## src/rtl/rx_ts_prepend_pkg.sv

```systemverilog
package rx_ts_prepend_pkg;
  localparam int TS_BYTES = 8;
  localparam int TS_W     = 8 * TS_BYTES;
  localparam int CTRL_W   = 16;
  localparam int EN_BIT   = 12;
  localparam int SKIP_W   = 4;
  // skip length counted in 2-byte units
  localparam int SKIP_ON  = TS_BYTES / 2;

  typedef enum logic [1:0] {
    ST_IDLE = 2'd0,
    ST_HDR  = 2'd1,
    ST_PASS = 2'd2
  } ctrl_state_e;

  typedef struct packed {
    logic latchTs;     // capture time value, restart header index
    logic hdrAdvance;  // a header beat was taken downstream
    logic selHdr;      // output carries a header beat
    logic clearSof;    // suppress input start marker
  } dp_strobe_t;
endpackage

```

## src/rtl/rx_ts_port_cfg.sv

```systemverilog
module rx_ts_port_cfg
  import rx_ts_prepend_pkg::*;
#(
  parameter int NUM_PORTS    = 4,
  parameter int PORT_W       = 2,
  parameter int LEN_W        = 16,
  parameter int BASE_MAX_LEN = 1518
) (
  input  logic                        clk,
  input  logic                        rstN,
  input  logic                        cfgWe,
  input  logic [PORT_W-1:0]           cfgPort,
  input  logic [CTRL_W-1:0]           cfgWdata,
  input  logic                        commitOk,
  output logic [NUM_PORTS-1:0]        portActive,
  output logic [NUM_PORTS*SKIP_W-1:0] portSkipLen,
  output logic [NUM_PORTS*LEN_W-1:0]  portMaxLen
);
  logic unusedCfgBits;
  assign unusedCfgBits = ^{cfgWdata[CTRL_W-1:EN_BIT+1], cfgWdata[EN_BIT-1:0]};

  for (genvar p = 0; p < NUM_PORTS; p++) begin : g_port
    logic             reqEn;
    logic             actEn;
    logic [LEN_W-1:0] maxLen;

    always_ff @(posedge clk) begin
      if (!rstN) begin
        reqEn  <= 1'b0;
        actEn  <= 1'b0;
        maxLen <= LEN_W'(BASE_MAX_LEN);
      end else begin
        if (cfgWe && cfgPort == PORT_W'(p)) reqEn <= cfgWdata[EN_BIT];
        // only a real transition moves the length limit
        if (commitOk && reqEn != actEn) begin
          actEn  <= reqEn;
          maxLen <= reqEn ? maxLen + LEN_W'(TS_BYTES) : maxLen - LEN_W'(TS_BYTES);
        end
      end
    end

    assign portActive[p]                    = actEn;
    assign portSkipLen[p*SKIP_W +: SKIP_W] = actEn ? SKIP_W'(SKIP_ON) : '0;
    assign portMaxLen[p*LEN_W +: LEN_W]    = maxLen;
  end
endmodule

```

## src/rtl/rx_ts_ctrl.sv

```systemverilog
module rx_ts_ctrl
  import rx_ts_prepend_pkg::*;
(
  input  logic       clk,
  input  logic       rstN,
  input  logic       inValid,
  input  logic       inSof,
  input  logic       inEof,
  input  logic       outReady,
  input  logic       portEn,
  input  logic       hdrLast,
  output logic       inReady,
  output logic       outValid,
  output logic       commitOk,
  output dp_strobe_t strobe
);
  ctrl_state_e state, stateNext;

  always_ff @(posedge clk) begin
    if (!rstN) state <= ST_IDLE;
    else       state <= stateNext;
  end

  always_comb begin
    stateNext = state;
    strobe    = '0;
    inReady   = 1'b0;
    outValid  = 1'b0;
    commitOk  = 1'b0;
    unique case (state)
      ST_IDLE: begin
        commitOk = !(inValid && inSof);
        if (inValid && inSof && portEn) begin
          strobe.latchTs = 1'b1;
          stateNext      = ST_HDR;
        end else begin
          inReady  = outReady;
          outValid = inValid;
          if (inValid && outReady && inSof && !inEof) stateNext = ST_PASS;
        end
      end
      ST_HDR: begin
        outValid      = 1'b1;
        strobe.selHdr = 1'b1;
        if (outReady) begin
          strobe.hdrAdvance = 1'b1;
          if (hdrLast) stateNext = ST_PASS;
        end
      end
      ST_PASS: begin
        inReady         = outReady;
        outValid        = inValid;
        strobe.clearSof = 1'b1;
        if (inValid && outReady && inEof) stateNext = ST_IDLE;
      end
      default: stateNext = ST_IDLE;
    endcase
  end
endmodule

```

## src/rtl/rx_ts_dpath.sv

```systemverilog
module rx_ts_dpath
  import rx_ts_prepend_pkg::*;
#(
  parameter int DATA_BYTES = 2
) (
  input  logic                    clk,
  input  logic                    rstN,
  input  logic [TS_W-1:0]         ptpTime,
  input  dp_strobe_t              strobe,
  input  logic [8*DATA_BYTES-1:0] inData,
  input  logic [DATA_BYTES-1:0]   inKeep,
  input  logic                    inSof,
  input  logic                    inEof,
  output logic [8*DATA_BYTES-1:0] outData,
  output logic [DATA_BYTES-1:0]   outKeep,
  output logic                    outSof,
  output logic                    outEof,
  output logic                    hdrLast
);
  localparam int HDR_BEATS = TS_BYTES / DATA_BYTES;
  localparam int CNT_W     = (HDR_BEATS > 1) ? $clog2(HDR_BEATS) : 1;

  logic [TS_W-1:0]         tsReg;
  logic [CNT_W-1:0]        hdrIdx;
  logic [8*DATA_BYTES-1:0] hdrBeat;

  always_ff @(posedge clk) begin
    if (!rstN) begin
      tsReg  <= '0;
      hdrIdx <= '0;
    end else if (strobe.latchTs) begin
      tsReg  <= ptpTime;
      hdrIdx <= '0;
    end else if (strobe.hdrAdvance) begin
      hdrIdx <= hdrLast ? '0 : hdrIdx + 1'b1;
    end
  end

  assign hdrLast = (hdrIdx == CNT_W'(HDR_BEATS - 1));

  // most significant timestamp byte leaves first
  always_comb begin
    for (int j = 0; j < DATA_BYTES; j++) begin
      hdrBeat[8*j +: 8] = tsReg[TS_W - 8 - 8*(int'(hdrIdx)*DATA_BYTES + j) +: 8];
    end
  end

  always_comb begin
    if (strobe.selHdr) begin
      outData = hdrBeat;
      outKeep = '1;
      outSof  = (hdrIdx == '0);
      outEof  = 1'b0;
    end else begin
      outData = inData;
      outKeep = inKeep;
      outSof  = inSof && !strobe.clearSof;
      outEof  = inEof;
    end
  end
endmodule

```

## src/rtl/rx_ts_prepend.sv

```systemverilog
module rx_ts_prepend
  import rx_ts_prepend_pkg::*;
#(
  parameter int NUM_PORTS    = 4,
  parameter int DATA_BYTES   = 2,
  parameter int LEN_W        = 16,
  parameter int BASE_MAX_LEN = 1518,
  localparam int PORT_W      = (NUM_PORTS > 1) ? $clog2(NUM_PORTS) : 1,
  localparam int DATA_W      = 8 * DATA_BYTES
) (
  input  logic                        clk,
  input  logic                        rstN,
  input  logic [TS_W-1:0]             ptpTime,
  input  logic                        cfgWe,
  input  logic [PORT_W-1:0]           cfgPort,
  input  logic [CTRL_W-1:0]           cfgWdata,
  input  logic                        inValid,
  output logic                        inReady,
  input  logic [DATA_W-1:0]           inData,
  input  logic [DATA_BYTES-1:0]       inKeep,
  input  logic                        inSof,
  input  logic                        inEof,
  input  logic [PORT_W-1:0]           inPort,
  output logic                        outValid,
  input  logic                        outReady,
  output logic [DATA_W-1:0]           outData,
  output logic [DATA_BYTES-1:0]       outKeep,
  output logic                        outSof,
  output logic                        outEof,
  output logic [NUM_PORTS*SKIP_W-1:0] portSkipLen,
  output logic [NUM_PORTS*LEN_W-1:0]  portMaxLen
);
  localparam int PAD_W = 2 ** PORT_W;

  logic [NUM_PORTS-1:0] portActive;
  logic [PAD_W-1:0]     portActivePad;
  logic                 portEn;
  logic                 commitOk;
  logic                 hdrLast;
  dp_strobe_t           strobe;

  assign portActivePad = PAD_W'(portActive);
  assign portEn        = portActivePad[inPort];

  rx_ts_port_cfg #(
    .NUM_PORTS(NUM_PORTS), .PORT_W(PORT_W), .LEN_W(LEN_W), .BASE_MAX_LEN(BASE_MAX_LEN)
  ) u_cfg (
    .clk(clk), .rstN(rstN), .cfgWe(cfgWe), .cfgPort(cfgPort), .cfgWdata(cfgWdata),
    .commitOk(commitOk), .portActive(portActive),
    .portSkipLen(portSkipLen), .portMaxLen(portMaxLen)
  );

  rx_ts_ctrl u_ctrl (
    .clk(clk), .rstN(rstN), .inValid(inValid), .inSof(inSof), .inEof(inEof),
    .outReady(outReady), .portEn(portEn), .hdrLast(hdrLast),
    .inReady(inReady), .outValid(outValid), .commitOk(commitOk), .strobe(strobe)
  );

  rx_ts_dpath #(.DATA_BYTES(DATA_BYTES)) u_dpath (
    .clk(clk), .rstN(rstN), .ptpTime(ptpTime), .strobe(strobe),
    .inData(inData), .inKeep(inKeep), .inSof(inSof), .inEof(inEof),
    .outData(outData), .outKeep(outKeep), .outSof(outSof), .outEof(outEof),
    .hdrLast(hdrLast)
  );
endmodule

```

## config.mk

```make
export PLATFORM = sky130hd
export DESIGN_NAME = rx_ts_prepend
export DESIGN_NICKNAME = d
export VERILOG_FILES = /design/src/rtl/rx_ts_prepend_pkg.sv /design/src/rtl/rx_ts_port_cfg.sv /design/src/rtl/rx_ts_ctrl.sv /design/src/rtl/rx_ts_dpath.sv /design/src/rtl/rx_ts_prepend.sv
export SDC_FILE = /design/constraint.sdc
export NUM_CORES = 1
export LEC_CHECK = 0
export BUFFER_PORTS_ARGS = -buffer_cell sky130_fd_sc_hd__buf_4
export CORE_UTILIZATION = 41
export DETAILED_ROUTE_END_ITERATION = 12
export PLACE_DENSITY = 0.67
export REMOVE_ABC_BUFFERS = 1
export SYNTH_ARGS = -nofsm -noshare
export SYNTH_HDL_FRONTEND = slang
export SYNTH_SLANG_ARGS = --single-unit
```

## constraint.sdc

```tcl
create_clock -name clk -period 2.4 [get_ports clk]
set_clock_uncertainty 0.2 [all_clocks]
set_input_delay 0.12 -clock clk [delete_from_list [all_inputs] [get_ports clk]]
set_output_delay 0.12 -clock clk [all_outputs]
set_load 0.01 [all_outputs]
```

==> results of run 1 <==
==> repair_timing <==
item / in CTS / in global routing
pin swaps: 7 / 18
endpoints found under the hold margin: 88 / 0
hold buffers: 83 / 0
setup buffers: 1 / 7
gates resized for setup: 17 / 35
endpoints found under the setup margin: 6 / 23
==> per-stage QoR <==
stage	std cells	TNS, ns	setup WS [ns]	area (um2)	power [mW]
2_1_floorplan	900	-57.29	-0.8709	7497	2.775
3_3_place_gp	1392	-0.1668	-0.08045	9809	3.225
3_5_place_dp	1392	-0.4186	-0.1103	9809	3.236
4_1_cts	1508	-0.0003393	-0.0003393	11360	6.169
5_1_grt	1515	-0.3245	-0.1439	11620	6.434
6_report	1515	-0.04093	-0.04093	11620	6.181
==> final timing paths <==
check                        startpoint                   endpoint  slack [ns]
hold / removal                    inSof      u_cfg.g_port[2].actEn        0.03
hold reg to reg        u_dpath.tsReg[2]           u_dpath.tsReg[2]        0.25
setup / recovery  u_cfg.g_port[1].reqEn  u_cfg.g_port[1].maxLen[6]       -0.04
setup reg to reg  u_cfg.g_port[1].reqEn  u_cfg.g_port[1].maxLen[6]       -0.04
==> Yosys cell counts, drive strengths merged, types with 3 or more instances <==
master | number | area [um2]
nor2b | 15 | 101.3
nand3 | 28 | 140.1
xnor2 | 6 | 52.55
a211oi | 11 | 87.58
dfxtp | 128 | 2562
nor3b | 3 | 22.52
clkbuf | 32 | 120.1
nor3 | 8 | 45.04
and2 | 8 | 50.05
a211o | 3 | 26.28
a21o | 13 | 97.59
o21ai | 36 | 180.2
o211a | 4 | 40.04
o31ai | 4 | 30.03
ha | 46 | 575.6
a21oi | 41 | 205.2
a21boi | 76 | 570.5
nand4 | 3 | 18.77
xor2 | 15 | 131.4
or3 | 4 | 25.02
and3 | 5 | 36.28
nand2 | 247 | 927.1
mux4 | 17 | 382.9
o31a | 3 | 26.28
o21a | 16 | 120.1
fa | 4 | 80.08
o211ai | 11 | 82.58
o311ai | 9 | 78.83
buf | 48 | 302.8
nand3b | 5 | 37.54
nand2b | 10 | 62.56
nor2 | 30 | 112.6
a31oi | 4 | 25.02
inv | 22 | 82.58
mux2i | 12 | 120.1
==> area by class of cell <==
class | count | share of cell area (%)
Multi-Input combinational cell | 750 | 44.02
Timing Repair Buffer | 349 | 25.10
Inverter | 22 | 0.7749
Tap cell | 234 | 2.519
Clock inverter | 13 | 1.593
Clock buffer | 19 | 3.896
Sequential cell | 128 | 22.10
==> power groups by stage <==
stage | clock network [mW] | registers (mW) | logic, mW
after floorplan | 0 | 2.26 | 0.515
after global placement | 0 | 2.25 | 0.978
after detailed placement | 0 | 2.25 | 0.989
after CTS | 2.85 | 2.20 | 1.12
after global routing | 2.93 | 2.21 | 1.29
final | 2.79 | 2.21 | 1.18
==> kinds of logic (layout without fill, tap and decap cells) <==
family | after synthesis | count (layout)
XOR/XNOR | 21 | 21
adder cells (fa/ha/maj) | 50 | 50
buffers and inverters | 102 | 403
flip-flops | 128 | 128
AND/OR/NAND/NOR | 375 | 375
multiplexers | 30 | 30
other | 2 | 24
AO/OA/AOI/OAI | 250 | 250
==> worst min-delay path, cell delays in order <==
cell	delay [ns]
buf_4	0.11
a211oi_2	0.06
buf_4	0.18
nand2_1	0.07
a21boi_0	0.06
==> registers in the layout (all words and copies together) (netlist names) <==
signal / count
u_ctrl.state: 2
u_cfg.g_port.maxLen: 52
u_cfg.g_port.actEn: 4
u_dpath.hdrIdx: 2
u_cfg.g_port.reqEn: 4
u_dpath.tsReg: 64
==> cell usage in the layout, fill, tap and decap left out, types with 24 or more instances in the layout <==
cell type / n
a21boi_1: 60
a21oi_1: 38
buf_4: 256
conb_1: 24
dfxtp_1: 123
dlygate4sd3_1: 83
ha_1: 32
nand2_1: 246
nand3_1: 28
nor2_1: 29
o21ai_0: 30
==> per-layer routing <==
metal  wire [um]  global-route usage, %  share of wire [%]  up-vias
met1        9875                  27.04                 45     3668
met2       10650                  37.89                 48      208
met5           0                      0                  0        -
li1            -                      -                  -     3943
met4         297                  7.345                1.3        0
met3        1268                  4.889                5.7       25
==> impl_metrics.env, run 1 <==
export IMPL_crit_required_ns=2.55
export IMPL_synth_area_mm2=0.007838
export IMPL_portBuffers=171
export IMPL_start_util_pct=41.90
export IMPL_antenna_found_initial=0
export IMPL_drt_iter0_drc=283
export IMPL_worstPathArrival_ns=2.59
export IMPL_drive_gt1_share_pct=28.65
export IMPL_die_y_um=140.3
export IMPL_first_pass_iters=5
export IMPL_track_usage_pct=21.99
export IMPL_seq_area_frac_synth_pct=32.69
export IMPL_critPathSlowestCell="dlygate4sd3_1"
export IMPL_hold_viol=0
export IMPL_diodes=0
export IMPL_synth_xor_area_share_pct=2.347
export IMPL_netSwitchingFraction_pct=25.45
export IMPL_drc=0
export IMPL_synth_edf_count=0
export IMPL_worstPathCellList="inv_4 -> ha_1 -> a211oi_1 -> nor2_1 -> o311ai_0 -> dlygate4sd3_1"
export IMPL_rsz0062_at_grt="yes"
export IMPL_post_route_period_util_pct=101.7
export IMPL_first_global_vias=7368
export IMPL_irDropWorstVdd_mv=0.4792
export IMPL_hp_class="in2reg"
export IMPL_p_leak_nw=4.969
export IMPL_final_util_pct=62.15
export IMPL_fmax_ghz=0.4097
export IMPL_cts_sinks=128
export IMPL_fillers=1587
export IMPL_ys_warn_count=0
export IMPL_crit_path_end_kind="register"
export IMPL_p_sw_mw=1.573
export IMPL_yosysUniqueCellTypes=70
export IMPL_synthMuxAreaShare_pct=6.561
export IMPL_cts_buffers=17
export IMPL_start_kind="register"
export IMPL_status="finished, violations left"
export IMPL_ant_nets=0
export IMPL_synth_top_family_by_area="compound AO/OA/AOI/OAI gates"
export IMPL_synth_compound_area_share_pct=22.41
export IMPL_drt_total_wl_um=22090
export IMPL_grt_overflow=0
export IMPL_intPower_mw=4.608
export IMPL_nNetsFinal=1427
export IMPL_slowest_delay_ns=0.63
export IMPL_hold_ws_ns=0.03194
export IMPL_synth_cells=958
export IMPL_dp_hpwl_um=15090
export IMPL_syn_avg_cell_area_um2=8.181
export IMPL_clockPowerShare_pct=45.2
export IMPL_synthToLayoutAreaGrowth_pct=48.32
export IMPL_max_cap_viol_count=0
export IMPL_multiInputGateArea_mm2=0.005117
export IMPL_vias=7844
export IMPL_finalWeightedCongestion=0.8323
export IMPL_die_area_mm2=0.01967
export IMPL_synth_main_ff_cell="dfxtp_1"
export IMPL_regArea_mm2=0.002569
export IMPL_power_frac_comb_pct=19.1
export IMPL_synthAdderAreaFrac_pct=8.365
export IMPL_critPathKind="reg2reg"
export IMPL_insertion_delay_ns=0.41
export IMPL_finalSetupViolations=1
export IMPL_postLayoutSetupSlackWorst_ns=-0.04093
export IMPL_ys_ff_latch=128
export IMPL_async_reset_ff_share_pct=0
export IMPL_core_mm2=0.01871
export IMPL_r2r_cells=6
export IMPL_cp_depth=6
export IMPL_violations="negative setup slack"
export IMPL_boundaryPins=211
export IMPL_slew_violations=0
export IMPL_min_period_ns=2.441
export IMPL_die_w_um=140.3
export IMPL_rows=50
export IMPL_synthSimpleGateAreaFrac_pct=21.07
export IMPL_h_tree_depth=4
export IMPL_cts_tree="done"
export IMPL_grt_pass1_wl_um=34840
export IMPL_wire_per_inst_um=14.58
export IMPL_root_buffer="clkbuf_16"
export IMPL_crit_buf_inv=2
export IMPL_crit_family="buffers and inverters"
export IMPL_hold_depth=5
export IMPL_clk_pin_slew_ns=0.06
export IMPL_vias_per_cell=5.178
export IMPL_grt_max_degree=66
export IMPL_crit_path_max_fanout=7
export IMPL_p_per_area_mw_per_mm2=531.7
export IMPL_power_frac_seq_pct=35.7
export IMPL_cts_buffer_depth=2
Power figures use the tool's default switching activity.
==> inputs of run 2 (changes only) <==
CORE_UTILIZATION = 48   (was 41)
PLACE_DENSITY = 0.77   (was 0.67)
==> impl_metrics.env, run 2 (same netlist as run 1, synthesis figures left out) <==
export IMPL_h_tree_depth=4
export IMPL_layoutNonFillerInstCount=1476
export IMPL_die_area_mm2=0.01684
export IMPL_cts_buffers=17
export IMPL_ant_nets=0
export IMPL_cts_sinks=128
export IMPL_grt_max_degree=71
export IMPL_pre_cts_ws_ns=-0.1319
export IMPL_die_w_um=129.8
export IMPL_dp_hpwl_um=14220
export IMPL_drive_gt1_share_pct=28.33
export IMPL_postLayoutSetupSlackWorst_ns=-0.01785
export IMPL_root_buffer="clkbuf_16"
export IMPL_track_usage_pct=26.60
export IMPL_portBuffers=171
export IMPL_grt_pass1_wl_um=35270
export IMPL_slew_headroom_pct=50.98
export IMPL_crit_required_ns=2.52
export IMPL_dp_cells=1360
export IMPL_crit_path_max_fanout=4
export IMPL_max_cap_viol_count=0
export IMPL_slowest_delay_ns=0.35
export IMPL_slew_violations=0
export IMPL_worstPathCellList="clkinvlp_4 -> buf_4 -> ha_1 -> a211o_1 -> a21oi_2 -> o21ai_2 -> a211oi_2 -> nand4_1 -> o311ai_1"
export IMPL_drt_total_wl_um=22990
export IMPL_fillers=1190
export IMPL_start_kind="register"
export IMPL_critPathKind="reg2reg"
export IMPL_clk_pin_slew_ns=0.06
export IMPL_rsz0062_at_grt="yes"
export IMPL_nNetsFinal=1406
export IMPL_p_leak_nw=4.851
export IMPL_post_route_period_util_pct=100.7
export IMPL_fin_setup_tns_ns=-0.01785
export IMPL_violations="negative setup slack"
export IMPL_core_mm2=0.01589
export IMPL_worstPathArrival_ns=2.54
export IMPL_insertion_delay_ns=0.42
export IMPL_boundaryPins=211
export IMPL_drt_iter0_drc=408
export IMPL_finalWeightedCongestion=0.8892
export IMPL_fmax_ghz=0.4136
export IMPL_vias_per_cell=5.418
export IMPL_tightestPinTransition_ns=0.7336
export IMPL_drc=0
export IMPL_die_y_um=129.8
export IMPL_antenna_found_initial=0
export IMPL_hold_ws_ns=0.009609
export IMPL_multiInputGateArea_mm2=0.005144
export IMPL_reg_top3="u_dpath.tsReg x64, u_cfg.g_port.maxLen x52"
export IMPL_first_pass_iters=5
export IMPL_diodes=0
export IMPL_first_global_vias=7617
export IMPL_cts_buffer_depth=2
export IMPL_finalSetupViolations=1
export IMPL_critPathSlowestCell="dfxtp_2"
export IMPL_cts_tree="done"
export IMPL_final_cell_mix="nand2_1 (247), buf_4 (247), dfxtp_1 (123)"
export IMPL_grt_overflow=0
export IMPL_regArea_mm2=0.002569
export IMPL_synthToLayoutAreaGrowth_pct=44.91
export IMPL_irDropWorstVdd_mv=0.4819
export IMPL_crit_path_end_kind="register"
export IMPL_hold_viol=0
export IMPL_final_util_pct=71.50
export IMPL_p_per_area_mw_per_mm2=526.3
export IMPL_wire_per_inst_um=15.57
export IMPL_largest_reg_flops=64
export IMPL_start_util_pct=49.34
export IMPL_min_period_ns=2.418
export IMPL_vias=7997
export IMPL_status="finished, violations left"
export IMPL_hp_class="in2reg"
export IMPL_largest_register="u_dpath.tsReg"
export IMPL_rows=46
[run 2: critical path: cells and delay by family, from the launching register on]
family | cells | cell delay, ns
AOI/OAI and AO/OA | 5 | 1.06
and+or+nand+nor | 1 | 0.15
buffers and inverters | 2 | 0.27
DFF | 1 | 0.35
adders and majority gates | 1 | 0.28
[run 2: worst paths after layout]
kind | startpoint | to | slack [ns] | depth (start not counted)
worst max-delay path | u_cfg.g_port[2].reqEn | u_cfg.g_port[2].maxLen[14] | -0.02 | 9
worst min-delay path | inSof | u_ctrl.state[1] | 0.01 | 5
worst max register to register | u_cfg.g_port[2].reqEn | u_cfg.g_port[2].maxLen[14] | -0.02 | 9
worst min register to register | u_dpath.tsReg[33] | u_dpath.tsReg[33] | 0.25 | 2
[run 2: repair_timing]
action / 4_1_cts / 5_1_grt
setup endpoints to repair: 30 / 35
pin swaps: 4 / 16
cloned: 1 / 0
hold buffers: 75 / 0
endpoints found under the hold margin: 91 / 0
buffers inserted: 4 / 4
resized for setup: 17 / 36
[run 2: where the power goes]
part           leakage, nW  total, mW  switching (mW)  internal [mW]
Combinational         3.53       1.18           0.550          0.629
Sequential            1.04       2.20          0.0365           2.17
Clock                0.282       2.59            1.01           1.59
Total                 4.85       5.98            1.59           4.38
[run 2: final cells by class]
cell class	count	share of cell area, %
clock buffer	20	4.021
inverter	22	0.8263
timing repair buffer	327	23.66
clock inverter	12	1.201
sequential	128	22.62
multi-input combinational	751	45.29
tap	216	2.380
[run 2: per-layer routing]
layer | vias up | part of all wire, % | global-route usage, %
met5 | - | 0 | 0
met4 | 0 | 3.2 | 12.79
met3 | 59 | 5.8 | 5.002
met2 | 307 | 50 | 47.94
met1 | 3730 | 41 | 30.21
li1 | 3901 | - | -
[run 2: through the flow]
| step | total power [mW] | cell area (um2) |
|---|---|---|
| after global placement | 3.194 | 9647 |
| after detailed placement | 3.214 | 9647 |
| after CTS | 5.929 | 11100 |
| after global routing | 6.208 | 11360 |
| final | 5.977 | 11360 |
| after floorplan | 2.775 | 7497 |
==> inputs of run 3 (changes only) <==
CORE_MARGIN = 2   (was default)
==> impl_metrics.env, run 3 (same netlist as run 1, synthesis figures left out) <==
export IMPL_cts_tree="done"
export IMPL_postPlaceCellArea_mm2=0.009724
export IMPL_fillers=1204
export IMPL_root_buffer="clkbuf_16"
export IMPL_tightestPinTransition_ns=0.6534
export IMPL_gr_max_usage_layer="met2"
export IMPL_hold_ws_ns=0.03006
export IMPL_start_util_pct=49.16
export IMPL_largest_register="u_dpath.tsReg"
export IMPL_insertion_delay_ns=0.42
export IMPL_finalWeightedCongestion=0.8860
export IMPL_gr_usage_met3_pct=4.921
export IMPL_reg_top3="u_dpath.tsReg x64, u_cfg.g_port.maxLen x52"
export IMPL_boundaryPins=211
export IMPL_critPathSlowestCell="dfxtp_2"
export IMPL_post_route_period_util_pct=98.75
export IMPL_die_area_mm2=0.01737
export IMPL_final_area_mm2=0.01142
export IMPL_met1_usage_pct=31.34
export IMPL_rows=46
export IMPL_vias=7949
export IMPL_synthToLayoutAreaGrowth_pct=45.69
export IMPL_worstPathArrival_ns=2.48
export IMPL_hp_class="in2reg"
export IMPL_clk_pin_slew_ns=0.06
export IMPL_grt_max_degree=66
export IMPL_dp_cells=1369
export IMPL_crit_path_max_fanout=8
export IMPL_crit_path_end_kind="register"
export IMPL_regArea_mm2=0.002572
export IMPL_h_tree_depth=4
export IMPL_pre_cts_ws_ns=-0.1019
export IMPL_hold_viol=0
export IMPL_final_cell_mix="buf_4 (252), nand2_1 (247), dfxtp_1 (122)"
export IMPL_p_leak_nw=4.877
export IMPL_nNetsFinal=1411
export IMPL_irDropWorstVdd_mv=0.4903
export IMPL_wire_per_inst_um=15.43
export IMPL_cts_buffers=17
export IMPL_portBuffers=171
export IMPL_antenna_found_initial=0
export IMPL_crit_required_ns=2.51
export IMPL_cts_buffer_depth=2
export IMPL_layout_cells_most_common="buf_4"
export IMPL_status="finished, final reports clean"
export IMPL_grt_overflow=0
export IMPL_total_power_mw=6.090
export IMPL_slew_headroom_pct=56.33
export IMPL_p_per_area_mw_per_mm2=533.3
export IMPL_max_cap_viol_count=0
export IMPL_fmax_ghz=0.4220
export IMPL_fin_setup_tns_ns=0
export IMPL_final_util_pct=71.62
export IMPL_rsz0062_at_grt="yes"
export IMPL_finalSetupViolations=0
export IMPL_grt_pass1_wl_um=36590
export IMPL_drc=0
export IMPL_r2r_slack_ns=0.03
export IMPL_worstPathCellList="inv_4 -> ha_1 -> and3_4 -> a221o_1 -> a21o_1 -> buf_4 -> nor3_1 -> nor3_2 -> mux2i_1"
export IMPL_layoutNonFillerInstCount=1482
export IMPL_largest_reg_flops=64
export IMPL_drt_total_wl_um=22870
export IMPL_postLayoutSetupSlackWorst_ns=0.03007
export IMPL_grtUsageMet2_pct=44.12
export IMPL_slew_violations=0
export IMPL_vias_per_cell=5.364
export IMPL_drt_iter0_drc=334
export IMPL_die_w_um=131.8
export IMPL_core_mm2=0.01594
export IMPL_track_usage_pct=25.57
export IMPL_cts_sinks=128
export IMPL_slowest_delay_ns=0.35
export IMPL_drive_gt1_share_pct=28.30
export IMPL_critPathKind="reg2reg"
export IMPL_dp_hpwl_um=14660
export IMPL_die_y_um=131.8
export IMPL_start_kind="register"
export IMPL_first_pass_iters=5
export IMPL_min_period_ns=2.370
export IMPL_multiInputGateArea_mm2=0.005126
export IMPL_ant_nets=0
export IMPL_first_global_vias=7721
run 3: cell count changes in the layout (fill, tap and decap cells not counted), sizes merged:
cell,change
buf,+5
bufinv,+1
clkbuf,-2
clkinv,-4
diode,+1
dlygate4sd3,+1
inv,+5
nor2,-1
run 3: repair_timing:
action | in CTS | in global routing
cloned | 0 | 0
setup buffers | 0 | 4
setup endpoints to repair | 8 | 20
hold buffers | 76 | 0
pin swaps | 4 | 16
resized for setup | 10 | 44
endpoints found under the hold margin | 79 | 0
run 3: where the power goes:
part	leakage, nW	switching [mW]	total (mW)	internal [mW]
registers	1.04	0.0403	2.21	2.17
clock network	0.284	1.05	2.70	1.65
logic	3.56	0.550	1.19	0.636
total	4.88	1.64	6.09	4.45
run 3: critical path: cells and delay by family (launching register included):
kind	cells	cell delay, ns
muxes	1	0.12
and+or+nand+nor	3	0.53
adders and majority gates	1	0.31
DFF	1	0.35
buffers and inverters	2	0.21
AOI/OAI and AO/OA	2	0.54
run 3: path summary, 6_finish.rpt:
path / start / cells after the start / to
worst max-delay path: u_cfg.g_port[1].reqEn / 9 / u_cfg.g_port[1].maxLen[15]
worst min-delay path: inSof / 5 / u_cfg.g_port[2].actEn
worst max register to register: u_cfg.g_port[1].reqEn / 9 / u_cfg.g_port[1].maxLen[15]
worst min register to register: u_dpath.tsReg[30] / 2 / u_dpath.tsReg[30]
run 3: final cells by class:
type	instances	area share (%)
Inverter	22	0.8109
Multi-Input combinational cell	750	44.89
Clock buffer	18	3.758
Clock inverter	14	1.589
Sequential cell	128	22.53
Antenna cell	1	0.02192
Timing Repair Buffer	333	24.03
Tap cell	216	2.367
run 3: layer usage:
layer | part of all wire, % | vias to the layer above
met5 | 0 | -
met4 | 2.6 | 0
met3 | 4.4 | 47
met2 | 51 | 239
met1 | 42 | 3761
li1 | - | 3902
